$ cat config.mk
export PLATFORM = sky130hd
export DESIGN_NAME = serialMemSlave
export DESIGN_NICKNAME = d
export VERILOG_FILES = /design/src/rtl/serialMemPkg.sv /design/src/rtl/busFilter.sv /design/src/rtl/memSlaveCtrl.sv /design/src/rtl/memSlaveData.sv /design/src/rtl/serialMemSlave.sv
export SDC_FILE = /design/constraint.sdc
export NUM_CORES = 2
export LEC_CHECK = 0
export ABC_CLOCK_PERIOD_IN_PS = 5420
export BUFFER_PORTS_ARGS = -buffer_cell sky130_fd_sc_hd__buf_2
export CORE_MARGIN = 5
export CORE_UTILIZATION = 54
export CTS_CLUSTER_SIZE = 16
export DETAILED_ROUTE_END_ITERATION = 12
export GPL_TIMING_DRIVEN = 0
export HOLD_SLACK_MARGIN = 0.06
export PLACE_DENSITY = 0.67
export SYNTH_ARGS = -nofsm -noshare
export SYNTH_HDL_FRONTEND = slang
export SYNTH_SLANG_ARGS = --single-unit
$ cat constraint.sdc
create_clock -name clk -period 5.42 [get_ports clk]
set_input_delay 0.542 -clock clk [delete_from_list [all_inputs] [get_ports clk]]
set_output_delay 0.542 -clock clk [all_outputs]
set_load 0.01 [all_outputs]
$ cat src/rtl/serialMemPkg.sv
`timescale 1ns / 1ps
package serialMemPkg;

  typedef enum logic [2:0] {
    S_IDLE,
    S_DEV,
    S_WORD,
    S_WRITE,
    S_READ,
    S_SKIP
  } busState_t;

  // Strobes from the bus control to the storage datapath, at most one per cycle.
  typedef struct packed {
    logic setAddr;    // word address byte received
    logic putByte;    // write data byte received into the page latch
    logic fetchByte;  // load next read byte and advance the pointer
    logic commit;     // stop closed a write sequence with latched data
  } memStrobe_t;

endpackage

$ cat src/rtl/busFilter.sv
`timescale 1ns / 1ps
module busFilter #(
  parameter int FILT_LEN = 10
) (
  input  logic clk,
  input  logic rstN,
  input  logic rawIn,
  output logic cleanOut
);
  localparam int CW = $clog2(FILT_LEN + 1);

  logic [1:0]    syncQ;
  logic [CW-1:0] runLen;

  // Two-flop synchroniser, then the level must differ for FILT_LEN cycles to pass.
  always_ff @(posedge clk or negedge rstN) begin
    if (!rstN) begin
      syncQ    <= 2'b11;
      cleanOut <= 1'b1;
      runLen   <= '0;
    end else begin
      syncQ <= {syncQ[0], rawIn};
      if (syncQ[1] == cleanOut) begin
        runLen <= '0;
      end else if (runLen == CW'(FILT_LEN - 1)) begin
        cleanOut <= syncQ[1];
        runLen   <= '0;
      end else begin
        runLen <= runLen + 1'b1;
      end
    end
  end
endmodule

$ cat src/rtl/memSlaveCtrl.sv
`timescale 1ns / 1ps
module memSlaveCtrl
  import serialMemPkg::*;
#(
  parameter logic [2:0] DEV_SEL = 3'b000
) (
  input  logic       clk,
  input  logic       rstN,
  input  logic       sclClean,
  input  logic       sdaClean,
  input  logic       ready,
  input  logic       latchUsed,
  input  logic [7:0] rdData,
  input  logic [7:0] txByte,
  output logic [7:0] rxByte,
  output logic       sdaOe,
  output memStrobe_t strb
);
  localparam logic [3:0] DEV_TYPE = 4'b1010;
  localparam logic [3:0] LAST_BIT = 4'd8;
  localparam logic [3:0] ACK_SLOT = 4'd9;

  busState_t  state;
  logic       sclQ, sdaQ;
  logic       sclRise, sclFall, startSeen, stopSeen;
  logic [3:0] bitCnt;
  logic       rdMode, masterAck, devHit;
  logic [2:0] bitSel;

  always_ff @(posedge clk or negedge rstN) begin
    if (!rstN) begin
      sclQ <= 1'b1;
      sdaQ <= 1'b1;
    end else begin
      sclQ <= sclClean;
      sdaQ <= sdaClean;
    end
  end

  assign sclRise   = sclClean & ~sclQ;
  assign sclFall   = ~sclClean & sclQ;
  assign startSeen = sclQ & sclClean & sdaQ & ~sdaClean;
  assign stopSeen  = sclQ & sclClean & ~sdaQ & sdaClean;
  assign devHit    = (rxByte[7:1] == {DEV_TYPE, DEV_SEL}) && ready;
  assign bitSel    = 3'd7 - bitCnt[2:0];

  always_comb begin
    strb           = '0;
    strb.setAddr   = sclFall && (bitCnt == LAST_BIT) && (state == S_WORD);
    strb.putByte   = sclFall && (bitCnt == LAST_BIT) && (state == S_WRITE);
    strb.fetchByte = sclFall && (bitCnt == ACK_SLOT) &&
                     (((state == S_DEV) && rdMode) || ((state == S_READ) && masterAck));
    strb.commit    = stopSeen && (state == S_WRITE) && latchUsed;
  end

  always_ff @(posedge clk or negedge rstN) begin
    if (!rstN) begin
      state     <= S_IDLE;
      bitCnt    <= '0;
      rxByte    <= '0;
      sdaOe     <= 1'b0;
      rdMode    <= 1'b0;
      masterAck <= 1'b0;
    end else if (startSeen) begin
      state  <= S_DEV;
      bitCnt <= '0;
      sdaOe  <= 1'b0;
    end else if (stopSeen) begin
      state  <= S_IDLE;
      bitCnt <= '0;
      sdaOe  <= 1'b0;
    end else if (state != S_IDLE && state != S_SKIP) begin
      if (sclRise) begin
        if (bitCnt < LAST_BIT) rxByte <= {rxByte[6:0], sdaClean};
        if (bitCnt == LAST_BIT && state == S_READ) masterAck <= ~sdaClean;
        if (bitCnt != ACK_SLOT) bitCnt <= bitCnt + 4'd1;
      end else if (sclFall) begin
        if (bitCnt == LAST_BIT) begin
          // byte done: acknowledge it, or release for the master's answer
          if (state == S_READ) begin
            sdaOe <= 1'b0;
          end else if (state == S_DEV) begin
            if (devHit) begin
              sdaOe  <= 1'b1;
              rdMode <= rxByte[0];
            end else begin
              state <= S_SKIP;
            end
          end else begin
            sdaOe <= 1'b1;
          end
        end else if (bitCnt == ACK_SLOT) begin
          bitCnt <= '0;
          case (state)
            S_DEV: begin
              if (rdMode) begin
                state <= S_READ;
                sdaOe <= ~rdData[7];
              end else begin
                state <= S_WORD;
                sdaOe <= 1'b0;
              end
            end
            S_WORD: begin
              state <= S_WRITE;
              sdaOe <= 1'b0;
            end
            S_READ: begin
              if (masterAck) begin
                sdaOe <= ~rdData[7];
              end else begin
                state <= S_SKIP;
                sdaOe <= 1'b0;
              end
            end
            default: sdaOe <= 1'b0;
          endcase
        end else if (state == S_READ) begin
          sdaOe <= ~txByte[bitSel];
        end
      end
    end
  end
endmodule

$ cat src/rtl/memSlaveData.sv
`timescale 1ns / 1ps
module memSlaveData
  import serialMemPkg::*;
#(
  parameter int ADDR_W      = 8,
  parameter int PAGE_W      = 4,
  parameter int HOLD_CYCLES = 27_000_000,
  parameter int PROG_CYCLES = 500_000
) (
  input  logic       clk,
  input  logic       rstN,
  input  logic       supplyLow,
  input  memStrobe_t strb,
  input  logic [7:0] rxByte,
  output logic [7:0] rdData,
  output logic [7:0] txByte,
  output logic       ready,
  output logic       busy,
  output logic       latchUsed
);
  localparam int DEPTH = 1 << ADDR_W;
  localparam int PAGE  = 1 << PAGE_W;
  localparam int HW    = $clog2(HOLD_CYCLES + 1);
  localparam int PW    = $clog2(PROG_CYCLES + 1);

  logic [7:0]        memArr  [DEPTH];
  logic [7:0]        pageBuf [PAGE];
  logic [PAGE-1:0]   pageVld;
  logic [ADDR_W-1:0] addrPtr;
  logic [PAGE_W-1:0] pageOff;
  logic [HW-1:0]     holdCnt;
  logic [PW-1:0]     progCnt;
  logic              doProgram;

  assign pageOff   = addrPtr[PAGE_W-1:0];
  assign rdData    = memArr[addrPtr];
  assign latchUsed = |pageVld;
  assign doProgram = strb.commit && !supplyLow;
  assign busy      = (progCnt != '0);
  assign ready     = (holdCnt == HW'(HOLD_CYCLES)) && !busy;

  always_ff @(posedge clk or negedge rstN) begin
    if (!rstN) begin
      addrPtr <= '0;
      pageVld <= '0;
      txByte  <= '0;
    end else if (strb.setAddr) begin
      addrPtr <= rxByte[ADDR_W-1:0];
      pageVld <= '0;
    end else if (strb.putByte) begin
      pageVld[pageOff] <= 1'b1;
      addrPtr          <= {addrPtr[ADDR_W-1:PAGE_W], pageOff + 1'b1};
    end else if (strb.fetchByte) begin
      txByte  <= rdData;
      addrPtr <= addrPtr + 1'b1;
    end else if (strb.commit) begin
      pageVld <= '0;
    end
  end

  always_ff @(posedge clk) begin
    if (strb.putByte) pageBuf[pageOff] <= rxByte;
  end

  always_ff @(posedge clk or negedge rstN) begin
    if (!rstN) begin
      for (int a = 0; a < DEPTH; a++) memArr[a] <= 8'hFF;
    end else if (doProgram) begin
      for (int i = 0; i < PAGE; i++) begin
        if (pageVld[i]) memArr[{addrPtr[ADDR_W-1:PAGE_W], PAGE_W'(i)}] <= pageBuf[i];
      end
    end
  end

  always_ff @(posedge clk or negedge rstN) begin
    if (!rstN) begin
      holdCnt <= '0;
      progCnt <= '0;
    end else begin
      if (holdCnt != HW'(HOLD_CYCLES)) holdCnt <= holdCnt + 1'b1;
      if (doProgram)           progCnt <= PW'(PROG_CYCLES);
      else if (progCnt != '0)  progCnt <= progCnt - 1'b1;
    end
  end
endmodule

$ cat src/rtl/serialMemSlave.sv
`timescale 1ns / 1ps
module serialMemSlave
  import serialMemPkg::*;
#(
  parameter int         ADDR_W      = 8,
  parameter int         PAGE_W      = 4,
  parameter int         FILT_LEN    = 10,
  parameter int         HOLD_CYCLES = 27_000_000,
  parameter int         PROG_CYCLES = 500_000,
  parameter logic [2:0] DEV_SEL     = 3'b000
) (
  input  logic clk,
  input  logic rstN,
  input  logic sclIn,
  input  logic sdaIn,
  input  logic supplyLow,
  output logic sdaOe
);
  logic [1:0] rawLines, cleanLines;
  logic       ready, busy, latchUsed;
  logic [7:0] rdData, txByte, rxByte;
  memStrobe_t strb;

  assign rawLines = {sdaIn, sclIn};

  for (genvar g = 0; g < 2; g++) begin : g_filt
    busFilter #(.FILT_LEN(FILT_LEN)) u_filt (
      .clk     (clk),
      .rstN    (rstN),
      .rawIn   (rawLines[g]),
      .cleanOut(cleanLines[g])
    );
  end

  memSlaveCtrl #(.DEV_SEL(DEV_SEL)) u_ctrl (
    .clk      (clk),
    .rstN     (rstN),
    .sclClean (cleanLines[0]),
    .sdaClean (cleanLines[1]),
    .ready    (ready),
    .latchUsed(latchUsed),
    .rdData   (rdData),
    .txByte   (txByte),
    .rxByte   (rxByte),
    .sdaOe    (sdaOe),
    .strb     (strb)
  );

  memSlaveData #(
    .ADDR_W     (ADDR_W),
    .PAGE_W     (PAGE_W),
    .HOLD_CYCLES(HOLD_CYCLES),
    .PROG_CYCLES(PROG_CYCLES)
  ) u_data (
    .clk      (clk),
    .rstN     (rstN),
    .supplyLow(supplyLow),
    .strb     (strb),
    .rxByte   (rxByte),
    .rdData   (rdData),
    .txByte   (txByte),
    .ready    (ready),
    .busy     (busy),
    .latchUsed(latchUsed)
  );
endmodule

==> impl_results.md <==
- Net switching power: 7.553 mW
- Initial antenna violation count: 98
- Final hold violation count: 3
- R2R depth: 9
- Largest family of logic cells by synthesized area: multiplexers
- Proportion of synthesized area in mux cells: 35.19%
- P&R area growth vs syn: 11.54%
- Seq/Total Area, Yosys: 57.65%
- Die Y: 450.5 µm
- Worst EP arrival: 6.48 ns
- Setup TNS: -19.62 ns
- Slew of the pin with the lowest slew margin: 1.557 ns
- YS warnings: 0
- Final Skew: 0.04229 ns
- Fin Hold WS: -0.02392 ns
- Switching Share: 22.19%
- Status: complete, but fails checks
- CP cell instances: buf_2 -> buf_2 -> clkbuf_2 -> clkbuf_2 -> mux2i_1 -> o22a_1 -> a41oi_2 -> o221ai_2 -> a31oi_1
- DRC Markers: 0
- Initial core utilization: 54.36%
- Placer congestion estimate: 1.075
- Fin crit share: 106.1%
- Peak VDD IR: 292.2 µV
- Placed instance count: 8988
- Synth async-reset ratio: 94.40%
- Cell Pwr Density: 291.2 nW/µm²
- Failing checks: negative hold slack, max-capacitance violations, max-slew violations, negative setup slack
- Routing usage on met1: 60.01%
- Port buffer count: 5
- Clk slew on worst S/H paths: 0.07 ns
- Clock tree root driver cell: clkbuf_16
- Mapped Nets: 6441
- Top FF cell, synth: dfstp_2
- Comb pwr share: 1.3%
- Synthesized-area fraction occupied by xor and xnor cells: 0.3845%
- Global Route Usage Sum: 47.21%
- Worst skew pair latency: 0.91 ns
- Setup violators final: 145
- Non-filler instance count after layout: 9477
- Worst-path fanout max: 10
- IO Pins: 6
- Area leader, netlist: dfstp_2
- Row Count: 161
- Max Cap Violations: 6
- Count of clock tree sinks: 2286
- Clock network power share: 47.7%
- Synth Area per Inst: 16.33 µm²
- Worst EP required: 6.15 ns
- Vias per Instance: 7.356
- F_max: 173.9 MHz
- Commonest non-fill, non-tap cell in the layout: mux2_2
- Routed Antenna Nets: 0
- Synthesis-stage register bit count: 2286
- Slowest stage delay, CP: 0.90 ns
- Post-synthesis simple-gate area fraction: 2.907%
- Slowest-stage cell, CP: clkbuf_2
- Most frequent cells in the layout: mux2_2, dfstp_2, mux4_2, nand2_1, clkbuf_1
- Adder-cell area share of the yosys netlist: 0.2030%
- Maximum clock insertion buffer count: 3
- RSZ-0062 raised after global routing: no
- Iter 0 DRT Violations: 9725
- Vias in the first global route: 66.47k
- Drt wl/cell: 51.09 µm
- DIE WIDTH: 450.5 µm
- Distinct cells, synth: 77
- Fin crit period: 5.750 ns
- Synthesized area: 104800 µm²
- Critical path class: reg2reg
- Most crowded layer after global routing: met2
- Final wirelength: 484100 µm
- Complex-gate fraction of the synthesized area: 1.796%
- Internal Power: 26.48 mW
- M2 GR Usage: 65.11%
- Post-CTS Setup Bufs: 0
- Seq pwr share: 51.0%
- Crit end category: flop
- CORE AREA: 192800 µm²
- EDFF count, synth: 128
- Vias after detailed routing: 69.71k
- Final nets: 6721
- Global-route wire length before repair: 632200 µm
- Synth area leaders: dfstp_2, mux2_2, mux4_2, edfxtp_1, dfrtp_1
- H-Tree Depth: 4
- Largest net degree at the start of global routing: 179
- Pleak: 46.44 nW
- Pre-CTS setup slack: -2.033 ns
- CP Launch Type: flop
- CTS Buf Count: 234
- DPL Wire Length: 346300 µm
- Final worst setup slack: -0.3296 ns
- Post-synth top area share: 51.55%
- Tightest Hold Check Type: in2async
- GR Overflow Total: 0
- DIE AREA: 203000 µm²
- Synth Instances: 6419
- Grt met3 use: 22.14%
- Share of layout cells above drive strength 1: 76.53%
- CTS tree: yes
- Slew Limit Fails: 75
- Relative slew margins: -3.809%
- DRT Pass-1 Iters: 6
-- registers in the layout (all words and copies together), names as in the netlist, 3 cells and up --
name and cells:
u_ctrl.bitCnt 4, u_data.pageVld 16, u_data.addrPtr 8, u_ctrl.state 3, g_filt.u_filt.syncQ 4, u_data.txByte 8, u_data.memArr 2048, u_data.progCnt 19
u_data.pageBuf 128, u_ctrl.rxByte 8, g_filt.u_filt.runLen 8, u_data.holdCnt 25
-- power groups by stage --
stage,combinational [mW],sequential [mW],clock (mW)
floorplan,0.0873,17.6,0
global placement,0.407,17.5,0
detailed placement,0.455,17.6,0
CTS,0.457,17.4,16.2
global route,0.519,17.4,16.9
finish,0.447,17.4,16.2
-- cell usage after synthesis (13+ instances only) --
library cell,count
nor2b_1,25
clkbuf_1,223
nand2_1,326
nand4_1,23
inv_1,20
nor2_1,111
mux2i_1,118
dfstp_2,2056
buf_2,58
o21ai_0,40
nor3_1,24
edfxtp_1,128
o22ai_1,15
nand3_1,41
nand2_2,23
nor4_1,15
buf_4,27
and3_1,19
mux2_2,2072
nor3_2,13
buf_1,34
xor2_1,18
dfrtp_1,102
a22oi_1,47
mux4_2,535
xnor2_1,28
a211oi_1,15
o211ai_1,13
buf_6,32
a21oi_1,61
ha_1,17
-- repair_timing --
| item | in CTS | in global routing |
|---|---|---|
| hold buffers | 2 | 0 |
| endpoints found under the hold margin | 2 | 0 |
| pin swaps | 0 | 0 |
| endpoints found under the setup margin | 472 | 6 |
| resized for setup | 64 | 10 |
-- critical path, delay by kind of cell (launching register included) --
| kind | cells | cell delay (ns) |
|---|---|---|
| buffers and inverters | 4 | 3.19 |
| muxes | 1 | 0.33 |
| AOI/OAI and AO/OA | 4 | 1.50 |
| DFF | 1 | 0.48 |
-- layer usage --
layer	wire, µm	vias to the layer above
met4	38060	32
met5	239	-
met3	67190	1439
met1	178800	37970
li1	-	24820
met2	199900	5448
-- cells by family (layout without fill, tap and decap cells) --
group	Yosys count	count (layout)
muxes	2737	2737
DFF	2286	2286
and+or+nand+nor	661	661
buffers and inverters	399	871
AOI/OAI and AO/OA	273	273
xor gates and xnor gates	46	46
adders and majority gates	17	17
other	0	60
-- path summary, 6_finish.rpt --
kind,startpoint,endpoint,slack (ns)
worst max register to register,u_data.addrPtr[3],u_data.txByte[4],-0.33
worst min register to register,g_filt[1].u_filt.syncQ[0],g_filt[1].u_filt.syncQ[1],0.36
max in group asynchronous,rstN,u_data.memArr[660],2.29
worst max-delay path,u_data.addrPtr[3],u_data.txByte[4],-0.33
min in group clk,supplyLow,u_data.progCnt[18],0.19
worst min-delay path,rstN,u_data.memArr[1402],-0.02
-- through the flow --
stage               cell area (µm²)  utilization, %  power [mW]  hold WS (ns)
global route                 116800           60.57       34.80        0.1224
global placement             108000           56.01       17.90        0.3460
finish                       116900           60.63       34.03      -0.02392
CTS                          116700           60.54       34.00       0.07509
floorplan                    104800               -       17.69        0.2464
detailed placement           108900           56.49       18.07        0.3479
-- final cells by class --
class	instances	area [µm²]
diodes	60	150.1
plain buffers	376	2058
clock buffers	350	6785
clock inverters	78	773.2
fillers	14380	75890
inverters	22	82.58
multi-input cells	3734	42570
flip-flops and latches	2286	60420
well taps	2526	3161
repair buffers	45	888.4
(Power assumes the default switching activity.)
